$ cat src/rtl/bnpc_pkg.sv
package bnpc_pkg;

    localparam int XLEN    = 32;
    localparam int ILEN    = 32;
    localparam int PC_STEP = ILEN / 8;

    typedef logic [XLEN-1:0] word_t;
    typedef logic [ILEN-1:0] insn_t;

    typedef enum logic [1:0] {
        PCS_SEQ    = 2'b00,
        PCS_BRANCH = 2'b01,
        PCS_JAL    = 2'b10,
        PCS_JALR   = 2'b11
    } pc_sel_e;

    typedef struct packed {
        logic eq;
        logic lt;
        logic ltu;
    } cmp_flags_t;

    typedef struct packed {
        word_t seq;
        word_t branch;
        word_t jal;
        word_t jalr;
    } targets_t;

    // Conditional-branch offset, bit 0 implicitly zero
    function automatic word_t imm_branch(input insn_t ir);
        logic [12:0] raw;
        raw = {ir[31], ir[7], ir[30:25], ir[11:8], 1'b0};
        return {{(XLEN-13){raw[12]}}, raw};
    endfunction

    // Direct-jump offset, bit 0 implicitly zero
    function automatic word_t imm_jump(input insn_t ir);
        logic [20:0] raw;
        raw = {ir[31], ir[19:12], ir[20], ir[30:21], 1'b0};
        return {{(XLEN-21){raw[20]}}, raw};
    endfunction

    // 12-bit immediate of the register-indirect jump
    function automatic word_t imm_itype(input insn_t ir);
        return {{(XLEN-12){ir[31]}}, ir[31:20]};
    endfunction

endpackage

$ cat src/rtl/bnpc_compare.sv
module bnpc_compare
    import bnpc_pkg::*;
(
    input  word_t      a_i,
    input  word_t      b_i,
    output cmp_flags_t flags_o
);
    always_comb begin
        flags_o.eq  = (a_i == b_i);
        flags_o.lt  = ($signed(a_i) < $signed(b_i));
        flags_o.ltu = (a_i < b_i);
    end
endmodule

$ cat src/rtl/bnpc_cond.sv
module bnpc_cond
    import bnpc_pkg::*;
(
    input  logic [2:0] funct3_i,
    input  cmp_flags_t flags_i,
    output logic       cond_o
);
    logic base;
    logic valid;

    always_comb begin
        valid = 1'b1;
        unique case (funct3_i[2:1])
            2'b00:   base = flags_i.eq;
            2'b10:   base = flags_i.lt;
            2'b11:   base = flags_i.ltu;
            default: begin
                base  = 1'b0;
                valid = 1'b0;
            end
        endcase
        cond_o = valid & (base ^ funct3_i[0]);
    end
endmodule

$ cat src/rtl/bnpc_target.sv
module bnpc_target
    import bnpc_pkg::*;
(
    input  word_t    pc_i,
    input  insn_t    instr_i,
    input  word_t    rs1_i,
    output targets_t tgt_o
);
    word_t jalr_sum;

    always_comb begin
        jalr_sum      = rs1_i + imm_itype(instr_i);
        tgt_o.seq     = pc_i + word_t'(PC_STEP);
        tgt_o.branch  = pc_i + imm_branch(instr_i);
        tgt_o.jal     = pc_i + imm_jump(instr_i);
        tgt_o.jalr    = {jalr_sum[XLEN-1:1], 1'b0};
    end
endmodule

$ cat src/rtl/bnpc_unit.sv
module bnpc_unit
    import bnpc_pkg::*;
(
    input  logic [31:0] pc_i,
    input  logic [31:0] instr_i,
    input  logic [31:0] rs1_i,
    input  logic [31:0] rs2_i,
    input  logic [1:0]  pc_sel_i,
    output logic [31:0] next_pc_o,
    output logic        cmp_eq_o,
    output logic        cmp_lt_o,
    output logic        cmp_ltu_o,
    output logic        branch_taken_o
);
    cmp_flags_t flags;
    targets_t   tgt;
    logic       cond;
    pc_sel_e    sel;

    assign sel = pc_sel_e'(pc_sel_i);

    bnpc_compare u_cmp (
        .a_i     (rs1_i),
        .b_i     (rs2_i),
        .flags_o (flags)
    );

    bnpc_cond u_cond (
        .funct3_i (instr_i[14:12]),
        .flags_i  (flags),
        .cond_o   (cond)
    );

    bnpc_target u_tgt (
        .pc_i    (pc_i),
        .instr_i (instr_i),
        .rs1_i   (rs1_i),
        .tgt_o   (tgt)
    );

    always_comb begin
        branch_taken_o = (sel == PCS_BRANCH) && cond;
        unique case (sel)
            PCS_BRANCH: next_pc_o = cond ? tgt.branch : tgt.seq;
            PCS_JAL:    next_pc_o = tgt.jal;
            PCS_JALR:   next_pc_o = tgt.jalr;
            default:    next_pc_o = tgt.seq;
        endcase
    end

    assign cmp_eq_o  = flags.eq;
    assign cmp_lt_o  = flags.lt;
    assign cmp_ltu_o = flags.ltu;
endmodule

$ cat config.mk
export PLATFORM = sky130hd
export DESIGN_NAME = bnpc_unit
export DESIGN_NICKNAME = d
export VERILOG_FILES = /design/src/rtl/bnpc_pkg.sv /design/src/rtl/bnpc_compare.sv /design/src/rtl/bnpc_cond.sv /design/src/rtl/bnpc_target.sv /design/src/rtl/bnpc_unit.sv
export SDC_FILE = /design/constraint.sdc
export NUM_CORES = 1
export LEC_CHECK = 0
export BUFFER_PORTS_ARGS = -buffer_cell sky130_fd_sc_hd__buf_2
export CORE_MARGIN = 1.5
export CORE_UTILIZATION = 28
export DETAILED_ROUTE_END_ITERATION = 6
export PLACE_DENSITY_LB_ADDON = 0.3
export SLEW_MARGIN = 20
export SYNTH_ARGS = -nofsm -noshare
export SYNTH_HDL_FRONTEND = slang
export SYNTH_SLANG_ARGS = --single-unit
$ cat constraint.sdc
create_clock -name vclk -period 9.5
set_input_delay 2.375 -clock vclk [all_inputs]
set_output_delay 2.375 -clock vclk [all_outputs]
set_load 0.02 [all_outputs]
==> impl_results.rst, run 1 <==
.. list-table::
   :header-rows: 1

   * - Metric
     - Value
   * - Final Routed Wirelength
     - roughly 22000 µm
   * - Outcome
     - complete, but fails checks
   * - Routed met1 length
     - approximately 10000 µm
   * - IO Count
     - between 150 and 200
   * - P&R area growth vs syn
     - 17.0%
   * - Number of antenna violations at the first check in global routing
     - 0
   * - Standard cell with the maximum stage delay on the critical path
     - sky130_fd_sc_hd__a2111oi_0
   * - Final net count
     - 1260
   * - Top Metal Used
     - met4
   * - Mean routed wirelength per cell
     - 16.7 µm
   * - Width of the die
     - 151 µm
   * - Total Negative Setup Slacks
     - 0 ps
   * - Final hold vios
     - 0
   * - Synthesis warning total
     - 0
   * - Share of the cycle needed by the critical path after routing
     - between 80% and 90%
   * - Achievable Freq
     - between 0.1 and 0.15 GHz
   * - Post-Synthesis Net Count
     - between 1k and 1.5k
   * - Most frequent cells in the layout
     - sky130_fd_sc_hd__buf_2, sky130_fd_sc_hd__ha_1, sky130_fd_sc_hd__nand2_1
   * - Core Footprint
     - around 22000 µm²
   * - Endpoint class of the critical path
     - output port
   * - Power per standard cell area
     - ~72 nW/µm²
   * - Worst path max stage delay
     - 670 ps
   * - Wire length of the first global-routing pass
     - between 30000 and 40000 µm
   * - Part of the total power dissipated in the clock network
     - 0%
   * - Crit-path cells
     - buf_2 > ha_1 > fa_1 > a21o_1 > a21o_1 > a2111oi_0 > nor4_1 > o21ai_0 > o21ai_1 > a21boi_0 > xor2_1 > o22ai_1 > a211o_1 > buf_2
   * - Cell-internal power
     - between 200 and 250 µW
   * - # hold bufs at CTS
     - 0
   * - Via density
     - roughly 5.4
   * - Pin count of the biggest net entering global routing
     - 49
   * - GR Overflow Total
     - 0
   * - Initial standard-cell utilization of the core
     - roughly 28%
   * - Final period demand of the worst path
     - between 8000 and 9000 ps
   * - Multi-input combinational cell area
     - about 5800 µm²
   * - Most common cell after layout, fill and taps aside
     - sky130_fd_sc_hd__buf_2
   * - Number of setup violations in the final report
     - 0
   * - Worst path buffer plus inverter count
     - 2
   * - Final Wtd Congestion
     - 0.891
   * - Met3 wirelength from detailed routing
     - approximately 1300 µm
   * - Die height
     - 151 µm
   * - CTS-repair resized insts
     - 0
   * - FFs & Latches
     - 0
   * - Post-Synthesis Mean Instance Area
     - a little under 7 µm²
   * - DR pass1 iterations
     - 7
   * - Sw Ratio
     - 59.7%
   * - Vias after detailed routing
     - 7008
   * - Number of max-slew violations in the final report
     - 0
   * - Max VDD drop
     - between 20 and 30 µV
   * - Remaining DRCs
     - 2
   * - Relative slew margins
     - ~40%
   * - CP startpoint kind
     - input port
   * - Seq/Total Area, Yosys
     - 0%
   * - Port Buffers
     - ~160
   * - Sequential cell area in the final layout
     - 0 µm²
   * - Reported net switching power
     - a little over 300 µW
   * - Largest fanout of any net on the critical path
     - 4
   * - Vias in the first global route
     - roughly 6.3k
   * - Die Area
     - ~23000 µm²
   * - Filler instances
     - ~2.4k
   * - Distinct cells, synth
     - 67
   * - Routed wire length on met2
     - 9790 µm
   * - Final Util
     - around 33%
   * - Share of layout cells above drive strength 1
     - between 10% and 20%
   * - CP Data Arrival Time
     - 6110 ps
   * - Detailed-placement wirelength estimate
     - around 18000 µm
   * - Total power
     - slightly above 500 µW
   * - RSZ-0062 raised after global routing
     - no
   * - Class of the most critical setup path
     - input port to output port
   * - Post CTS Setup Buffer Count
     - 0
   * - Type of the most critical hold path
     - input port to output port
   * - Part of the total power dissipated in combinational logic
     - 100.0%
   * - # Max-Cap Violations
     - 0
   * - Transition time of the tightest slew-check pin
     - roughly 880 ps
   * - Sequential group share of total power
     - 0%
   * - Mapped cell area
     - approximately 6200 µm²
   * - Row count
     - 54
   * - Clock buffer cells
     - 0
   * - Total GRT Usage
     - around 18%
   * - Post-Syn Instances
     - between 800 and 900
   * - Req. time, crit path
     - slightly above 7000 ps
   * - Violated checks
     - DRC
   * - Leakage power of the design
     - 0.00345 µW
   * - Number of DRC markers in iteration 0
     - between 700 and 800
   * - Critical path's top delay family
     - compound AO/OA/AOI/OAI gates
   * - Antenna violation net count after detailed routing
     - 0
-- synth_stat cells (6+ instances only) --
cell type	number	area share, %
sky130_fd_sc_hd__a211o_1	7	1.0
sky130_fd_sc_hd__a211oi_1	17	2.1
sky130_fd_sc_hd__a21o_1	39	4.8
sky130_fd_sc_hd__a21oi_1	82	6.7
sky130_fd_sc_hd__a221oi_1	7	1.0
sky130_fd_sc_hd__a22oi_1	11	1.3
sky130_fd_sc_hd__a31oi_1	9	0.91
sky130_fd_sc_hd__and2_1	8	0.81
sky130_fd_sc_hd__and3_1	10	1.0
sky130_fd_sc_hd__and4_1	6	0.85
sky130_fd_sc_hd__buf_2	8	0.65
sky130_fd_sc_hd__clkbuf_1	19	1.2
sky130_fd_sc_hd__ha_1	106	22
sky130_fd_sc_hd__inv_1	53	3.2
sky130_fd_sc_hd__nand2_1	84	5.1
sky130_fd_sc_hd__nand2b_1	10	1.0
sky130_fd_sc_hd__nand3_1	27	2.2
sky130_fd_sc_hd__nand4_1	20	2.0
sky130_fd_sc_hd__nor2_1	53	3.2
sky130_fd_sc_hd__nor2b_1	16	1.6
sky130_fd_sc_hd__nor3_1	10	0.81
sky130_fd_sc_hd__o211ai_1	15	1.8
sky130_fd_sc_hd__o21a_1	8	0.98
sky130_fd_sc_hd__o21ai_0	63	5.1
sky130_fd_sc_hd__o21bai_1	9	1.1
sky130_fd_sc_hd__o221ai_1	6	0.85
sky130_fd_sc_hd__or3_1	8	0.81
sky130_fd_sc_hd__xnor2_1	66	9.4
sky130_fd_sc_hd__xor2_1	37	5.3
-- cells by family (layout without fill, tap and decap cells) --
group / count (synthesis) / in the layout / share of synthesized area [%]
compound gates: 320 / 320 / 34.3
xor+xnor: 103 / 103 / 14.6
fa+ha+maj: 109 / 109 / 22.5
buf+inv: 82 / 215 / 5.28
mux: 8 / 8 / 2.15
other cells: 0 / 1 / 0
simple gates: 264 / 264 / 21.1
-- through the flow --
step | std cells | instance area, µm² | setup slack [ps] | hold WS, ps
2_1_floorplan | 886 | 6160 | 1900 | 4930
3_3_place_gp | 1299 | 7200 | 1080 | 5070
3_5_place_dp | 1299 | 7200 | 1050 | 5070
4_1_cts | 1299 | 7200 | 1030 | 5070
5_1_grt | 1299 | 7200 | 673 | 5120
6_report | 1300 | 7200 | 1010 | 5070
-- worst min-delay path, delay by kind of cell --
family | cells | cell delay (ps)
simple gates | 1 | 100
buf+inv | 2 | 220
-- layout make-up --
| cell class | count | share of cell area (%) |
|---|---|---|
| diodes | 1 | 0.0347 |
| inverters | 53 | 2.76 |
| repair buffers | 162 | 11.4 |
| well taps | 280 | 4.86 |
| multi-input cells | 804 | 81.0 |
-- metal layers --
| layer | vias up | track usage (%) |
|---|---|---|
| li1 | 3584 | - |
| met1 | 3173 | 25.7 |
| met2 | 233 | 30.4 |
| met3 | 18 | 1.48 |
| met4 | 0 | 2.33 |
| met5 | - | 0 |
-- power by group through the flow --
stage          logic, µW  registers [µW]  clock network [µW]
2_1_floorplan        360               0                   0
3_3_place_gp         510               0                   0
3_5_place_dp         511               0                   0
4_1_cts              515               0                   0
5_1_grt              570               0                   0
6_report             518               0           0.0000141
-- path summary, 6_finish.rpt --
kind,endpoint,start,cells past startpoint,slack [ps]
worst max-delay path,next_pc_o[27],instr_i[21],14,1010
worst min-delay path,next_pc_o[0],pc_i[0],3,5070
(Power assumes the default switching activity.)
==> run 2, diff against run 1 <==
- CORE_UTILIZATION: 28 -> 50
==> run 2 against run 1 <==
  * The run now ends clean
  * Die area down 43%
  * Utilization up 25 points
  * Setup slack better by 67 ps
  * Combinational power down 1%
==> impl_results.rst, run 2 (synthesized netlist as in run 1, its figures left out) <==
.. list-table::
   :header-rows: 1

   * - Metric
     - Value
   * - Outcome
     - finished clean
   * - Final Routed Wirelength
     - 19100 µm (-12%)
   * - Vias after detailed routing
     - 7152 (+2.1%)
   * - Pin count of the biggest net entering global routing
     - 49 (unchanged)
   * - Sequential cell area in the final layout
     - 0 µm² (unchanged)
   * - Share of layout cells above drive strength 1
     - 17.8% (-0.081 points)
   * - Most common cell after layout, fill and taps aside
     - sky130_fd_sc_hd__buf_2
   * - Mean routed wirelength per cell
     - 16.4 µm (-2.1%)
   * - Part of the total power dissipated in combinational logic
     - 100.0% (about the same)
   * - Total Negative Setup Slacks
     - 0 ps (unchanged)
   * - CTS-repair resized insts
     - 0 (unchanged)
   * - Number of DRC markers in iteration 0
     - 576 (-24%)
   * - Clock buffer cells
     - 0 (unchanged)
   * - Placed instance area
     - 7030 µm² (-2.4%)
   * - Power per standard cell area
     - 73.0 nW/µm² (+1.5%)
   * - Standard cell with the maximum stage delay on the critical path
     - sky130_fd_sc_hd__o311ai_0
   * - DR pass1 iterations
     - 7 (unchanged)
   * - Row count
     - 40 (-26%)
   * - Transition time of the tightest slew-check pin
     - 1160 ps (+285 ps)
   * - Sw Ratio
     - 59.3% (-0.36 points)
   * - IO Count
     - 166 (unchanged)
   * - FFs & Latches
     - 0 (unchanged)
   * - Share of the cycle needed by the critical path after routing
     - 88.6% (-0.71 points)
   * - Relative slew margins
     - 22.2% (-18 points)
   * - Instance count after placement with tap cells included
     - 1165 (-10%)
   * - Remaining DRCs
     - 0 (-2)
   * - P&R area growth vs syn
     - 14.1%
   * - Cell-internal power
     - 209 µW (-0.14%)
   * - Type of the most critical hold path
     - input port to output port
   * - Filler instances
     - 1165 (-52%)
   * - Die height
     - 114 µm (-25%)
   * - # Max-Cap Violations
     - 0 (unchanged)
   * - Final hold vios
     - 0 (unchanged)
   * - Core Footprint
     - 12000 µm² (-45%)
   * - CP startpoint kind
     - input port
   * - Sequential group share of total power
     - 0% (unchanged)
   * - Reported net switching power
     - 304 µW (-1.6%)
   * - Leakage power of the design
     - 0.00345 µW (-0.15%)
   * - Number of antenna violations at the first check in global routing
     - 0 (unchanged)
   * - Antenna violation net count after detailed routing
     - 0 (unchanged)
   * - Final Wtd Congestion
     - 0.984 (+10%)
   * - Final Util
     - 58.5% (+25 points)
   * - Endpoint class of the critical path
     - output port
   * - Vias in the first global route
     - 6282 (-1.0%)
   * - Final net count
     - 1259 (-0.079%)
   * - Number of max-slew violations in the final report
     - 0 (unchanged)
   * - CP Data Arrival Time
     - 6050 ps (-60 ps)
   * - Req. time, crit path
     - 7130 ps (about the same)
   * - Multi-input combinational cell area
     - 5830 µm² (unchanged)
   * - Via density
     - 6.14 (+14%)
   * - Initial standard-cell utilization of the core
     - 51.3% (+23 points)
   * - Post CTS Setup Buffer Count
     - 0 (unchanged)
   * - Port Buffers
     - 159 (unchanged)
   * - Largest fanout of any net on the critical path
     - 4 (unchanged)
   * - Class of the most critical setup path
     - input port to output port
   * - Die Area
     - 13000 µm² (-43%)
   * - Detailed-placement wirelength estimate
     - 15800 µm (-14%)
   * - Part of the total power dissipated in the clock network
     - 0% (unchanged)
   * - GR Overflow Total
     - 0 (unchanged)
   * - Max VDD drop
     - 35.6 µV (+30%)
   * - Total GRT Usage
     - 28.1% (+10 points)
   * - Worst path max stage delay
     - 600 ps (-70 ps)
   * - Wire length of the first global-routing pass
     - 30100 µm (-8.5%)
   * - Most frequent cells in the layout
     - sky130_fd_sc_hd__buf_2, sky130_fd_sc_hd__ha_1, sky130_fd_sc_hd__nand2_1
   * - Final period demand of the worst path
     - 8420 ps (-67.4 ps)
   * - # hold bufs at CTS
     - 0 (unchanged)
   * - RSZ-0062 raised after global routing
     - no
   * - Achievable Freq
     - 0.119 GHz (+0.80%)
   * - Final standard cell count with taps included and fillers excluded
     - 1165 (-10%)
   * - Area of all placed cells without fillers
     - 7030 µm² (-2.4%)
   * - Total power
     - 513 µW (-1.0%)
   * - Crit-path cells
     - buf_2 > and2_1 > fa_1 > a211oi_1 > o21ai_0 > o31ai_1 > a21oi_1 > o41ai_1 > o21ai_0 > a21oi_1 > nor2b_1 > o311ai_0 > o211ai_1 > buf_2
   * - Diode count
     - 0 (-1)
   * - Width of the die
     - 114 µm (-25%)
   * - Number of setup violations in the final report
     - 0 (unchanged)
==> run 2: cell count changes in the layout (fill, tap and decap cells not counted) <==
cell	before	now
sky130_fd_sc_hd__buf_4	3	2
sky130_fd_sc_hd__diode_2	1	0
==> run 2: per-stage QoR <==
step | hold WS [ps] | setup slack [ps]
final | 5090 | 1080
after global routing | 5110 | 858
after CTS | 5090 | 1150
after detailed placement | 5090 | 1180
after global placement | 5070 | 1160
after floorplan | 4930 | 1900
==> run 2: path summary, 6_finish.rpt <==
| kind | start | to | depth (start not counted) |
|---|---|---|---|
| worst max-delay path | instr_i[20] | next_pc_o[26] | 14 |
| worst min-delay path | pc_i[0] | next_pc_o[0] | 3 |
==> run 2: routing by layer <==
metal	up-vias	track usage, %	part of all wire, %
met3	34	1.65	9.4
met1	3180	42.5	47
met4	0	4.67	1.9
li1	3582	-	-
met5	-	0	0
met2	356	44.3	42
==> run 2: worst max-delay path, delay by kind of cell <==
kind / cells / cell delay, ps
and+or+nand+nor: 2 / 220
AOI/OAI and AO/OA: 9 / 2670
adders and majority gates: 1 / 430
buffers and inverters: 2 / 350
==> run 2: power groups by stage <==
stage / registers (µW) / clock network, µW / logic, µW
CTS: 0 / 0 / 503
detailed placement: 0 / 0 / 500
finish: 0 / 0 / 513
floorplan: 0 / 0 / 360
global placement: 0 / 0 / 496
global route: 0 / 0 / 560
==> run 2: layout make-up <==
cell class	instances	share of cell area (%)
inverter	53	2.83
tap	147	2.62
timing repair buffer	161	11.5
multi-input combinational	804	83.0
==> run 3, diff against run 2 <==
==> constraint.sdc (replaced) <==
create_clock -name vclk -period 9.5
set_input_delay 0.95 -clock vclk [all_inputs]
set_output_delay 0.95 -clock vclk [all_outputs]
set_load 0.02 [all_outputs]
==> run 3 against run 2 <==
  * Critical path depth unchanged
  * Final area about the same
  * Setup slack improved by 2700 ps
  * Global-route usage increased by 0.29 points
  * Sequential cell count unchanged
  * First-iteration DRC count decreased by 8.0%
  * Die area unchanged
  * Non-clock buffer count unchanged
  * Worst hold slack got worse by 2900 ps
  * Critical path type unchanged
  * Largest power group unchanged
==> impl_results.rst, run 3 (synthesized netlist as in run 1, its figures left out) <==
.. list-table::
   :header-rows: 1

   * - Metric
     - Value
   * - Worst path max stage delay
     - 700 ps (+100 ps)
   * - Final Wtd Congestion
     - 0.966 (-1.8%)
   * - Cell-internal power
     - 209 µW (about the same)
   * - RSZ-0062 raised after global routing
     - no
   * - Vias after detailed routing
     - 7151 (-0.014%)
   * - Final Routed Wirelength
     - 19100 µm (+0.47%)
   * - Core Footprint
     - 12000 µm² (unchanged)
   * - Antenna violation net count after detailed routing
     - 0 (unchanged)
   * - Endpoint of the worst hold-timing path
     - next_pc_o[0]
   * - Req. time, crit path
     - 8550 ps (+1420 ps)
   * - Number of DRC markers in iteration 0
     - 530 (-8.0%)
   * - Standard cell with the maximum stage delay on the critical path
     - sky130_fd_sc_hd__a2111oi_0
   * - Met3 GRT Util
     - 2.55% (+0.90 points)
   * - Part of the total power dissipated in the clock network
     - 0% (unchanged)
   * - Total Negative Setup Slacks
     - 0 ps (unchanged)
   * - Met2 demand-to-capacity share in global routing
     - 44.4% (+0.080 points)
   * - Class of the most critical setup path
     - input port to output port
   * - Largest fanout of any net on the critical path
     - 27 (+23)
   * - Width of the die
     - 114 µm (unchanged)
   * - Via density
     - 6.14 (about the same)
   * - Final Util
     - 58.5% (about the same)
   * - Final hold vios
     - 0 (unchanged)
   * - Mean routed wirelength per cell
     - 16.4 µm (+0.47%)
   * - Total GRT Usage
     - 28.4% (+0.29 points)
   * - Detailed-placement wirelength estimate
     - 15900 µm (+0.91%)
   * - Cells on Worst Hold Path
     - 3 (unchanged)
   * - Reported net switching power
     - 305 µW (about the same)
   * - Crit-path cells
     - buf_2 > ha_1 > a21oi_1 > nand2_1 > a21o_1 > a2111oi_0 > a31oi_1 > o31ai_4 > buf_4 > nand2_2 > inv_1 > a211oi_1 > o21ai_0 > buf_2
   * - Relative slew margins
     - 43.0% (+21 points)
   * - Sequential cell area in the final layout
     - 0 µm² (unchanged)
   * - Share of layout cells above drive strength 1
     - 17.9% (+0.098 points)
   * - P&R area growth vs syn
     - 14.1% (about the same)
   * - # Max-Cap Violations
     - 0 (unchanged)
   * - Total power
     - 513 µW (about the same)
   * - Transition time of the tightest slew-check pin
     - 855 ps (-308 ps)
   * - Crit path top cell by count
     - sky130_fd_sc_hd__buf_2
   * - CP Data Arrival Time
     - 4810 ps (-1240 ps)
   * - Instance count after placement with tap cells included
     - 1165 (unchanged)
   * - Worst path buffer plus inverter count
     - 4 (+2)
   * - Clock buffer cells
     - 0 (unchanged)
   * - Share of the cycle needed by the critical path after routing
     - 60.6% (-28 points)
   * - Remaining DRCs
     - 0 (unchanged)
   * - Sw Ratio
     - 59.3% (about the same)
   * - Power per standard cell area
     - 73.0 nW/µm² (about the same)
   * - Port Buffers
     - 159 (unchanged)
   * - IO Count
     - 166 (unchanged)
   * - Diode count
     - 0 (unchanged)
   * - # hold bufs at CTS
     - 0 (unchanged)
   * - Vias in the first global route
     - 6305 (+0.37%)
   * - GR Overflow Total
     - 0 (unchanged)
   * - Sequential group share of total power
     - 0% (unchanged)
   * - Final period demand of the worst path
     - 5760 ps (-2660 ps)
   * - Post CTS Setup Buffer Count
     - 0 (unchanged)
   * - Leakage power of the design
     - 0.00345 µW (about the same)
   * - Final net count
     - 1259 (unchanged)
   * - Die Area
     - 13000 µm² (unchanged)
   * - Part of the total power dissipated in combinational logic
     - 100.0% (about the same)
   * - Die height
     - 114 µm (unchanged)
   * - Number of max-slew violations in the final report
     - 0 (unchanged)
   * - Most common cell after layout, fill and taps aside
     - sky130_fd_sc_hd__buf_2
   * - Final standard cell count with taps included and fillers excluded
     - 1165 (unchanged)
   * - Max VDD drop
     - 33.4 µV (-6.2%)
   * - Most frequent cells in the layout
     - sky130_fd_sc_hd__buf_2, sky130_fd_sc_hd__ha_1, sky130_fd_sc_hd__nand2_1
   * - CTS-repair resized insts
     - 0 (unchanged)
   * - Initial standard-cell utilization of the core
     - 51.3% (unchanged)
   * - Pin count of the biggest net entering global routing
     - 49 (unchanged)
   * - Met1 Use GR
     - 42.2% (-0.37 points)
   * - Hold Path Origin
     - pc_i[0]
   * - FFs & Latches
     - 0 (unchanged)
   * - Critical path's top delay family
     - compound AO/OA/AOI/OAI gates
   * - CP startpoint kind
     - input port
   * - Achievable Freq
     - 0.174 GHz (+46%)
   * - Number of antenna violations at the first check in global routing
     - 0 (unchanged)
   * - Top Usage Layer GRT
     - met2
   * - Endpoint class of the critical path
     - output port
   * - Type of the most critical hold path
     - input port to output port
   * - Number of setup violations in the final report
     - 0 (unchanged)
   * - Outcome
     - finished clean
   * - DR pass1 iterations
     - 5 (-2)
   * - Row count
     - 40 (unchanged)
   * - Wire length of the first global-routing pass
     - 30400 µm (+0.80%)
-- run 3: cell counts in the layout (fill, tap and decap cells not counted) --
Identical to the previous run, type by type.
-- run 3: per-layer routing --
metal	wire, µm	share of wire, %
met3	1730	9.0
met2	8020	42
met4	422	2.2
met5	0	0
met1	8970	47
-- run 3: how the worst max path moves through the flow --
stage | start | end | slack [ps] | depth (start not counted)
floorplan | rs2_i[31] | next_pc_o[20] | 4750 | 12
global placement | rs1_i[30] | next_pc_o[20] | 3880 | 14
finish | rs1_i[30] | next_pc_o[21] | 3740 | 14
global route | rs1_i[30] | next_pc_o[20] | 3640 | 14
detailed placement | rs1_i[30] | next_pc_o[21] | 3840 | 14
CTS | rs1_i[30] | next_pc_o[21] | 3830 | 14
-- run 3: layout make-up --
cell class	instances	area (µm²)
tap	147	184
inverter	53	199
multi-input combinational	804	5840
timing repair buffer	161	811
fill	1205	4980
-- run 3: metrics by stage --
stage	area (µm²)	hold slack (ps)	worst slack, ps
6_report	7030	2220	3740
4_1_cts	7030	2230	3830
5_1_grt	7030	2240	3640
3_3_place_gp	7030	2220	3880
3_5_place_dp	7030	2230	3840
2_1_floorplan	6160	2080	4750
-- run 3: power by group through the flow --
stage	combinational, µW	sequential [µW]	clock [µW]
2_1_floorplan	360	0	0
3_3_place_gp	498	0	0
3_5_place_dp	501	0	0
4_1_cts	504	0	0
5_1_grt	563	0	0
6_report	513	0	0
-- run 3: worst min-delay path: cells and delay by family --
family | cells | cell delay (ps)
buf+inv | 2 | 220
simple gates | 1 | 100
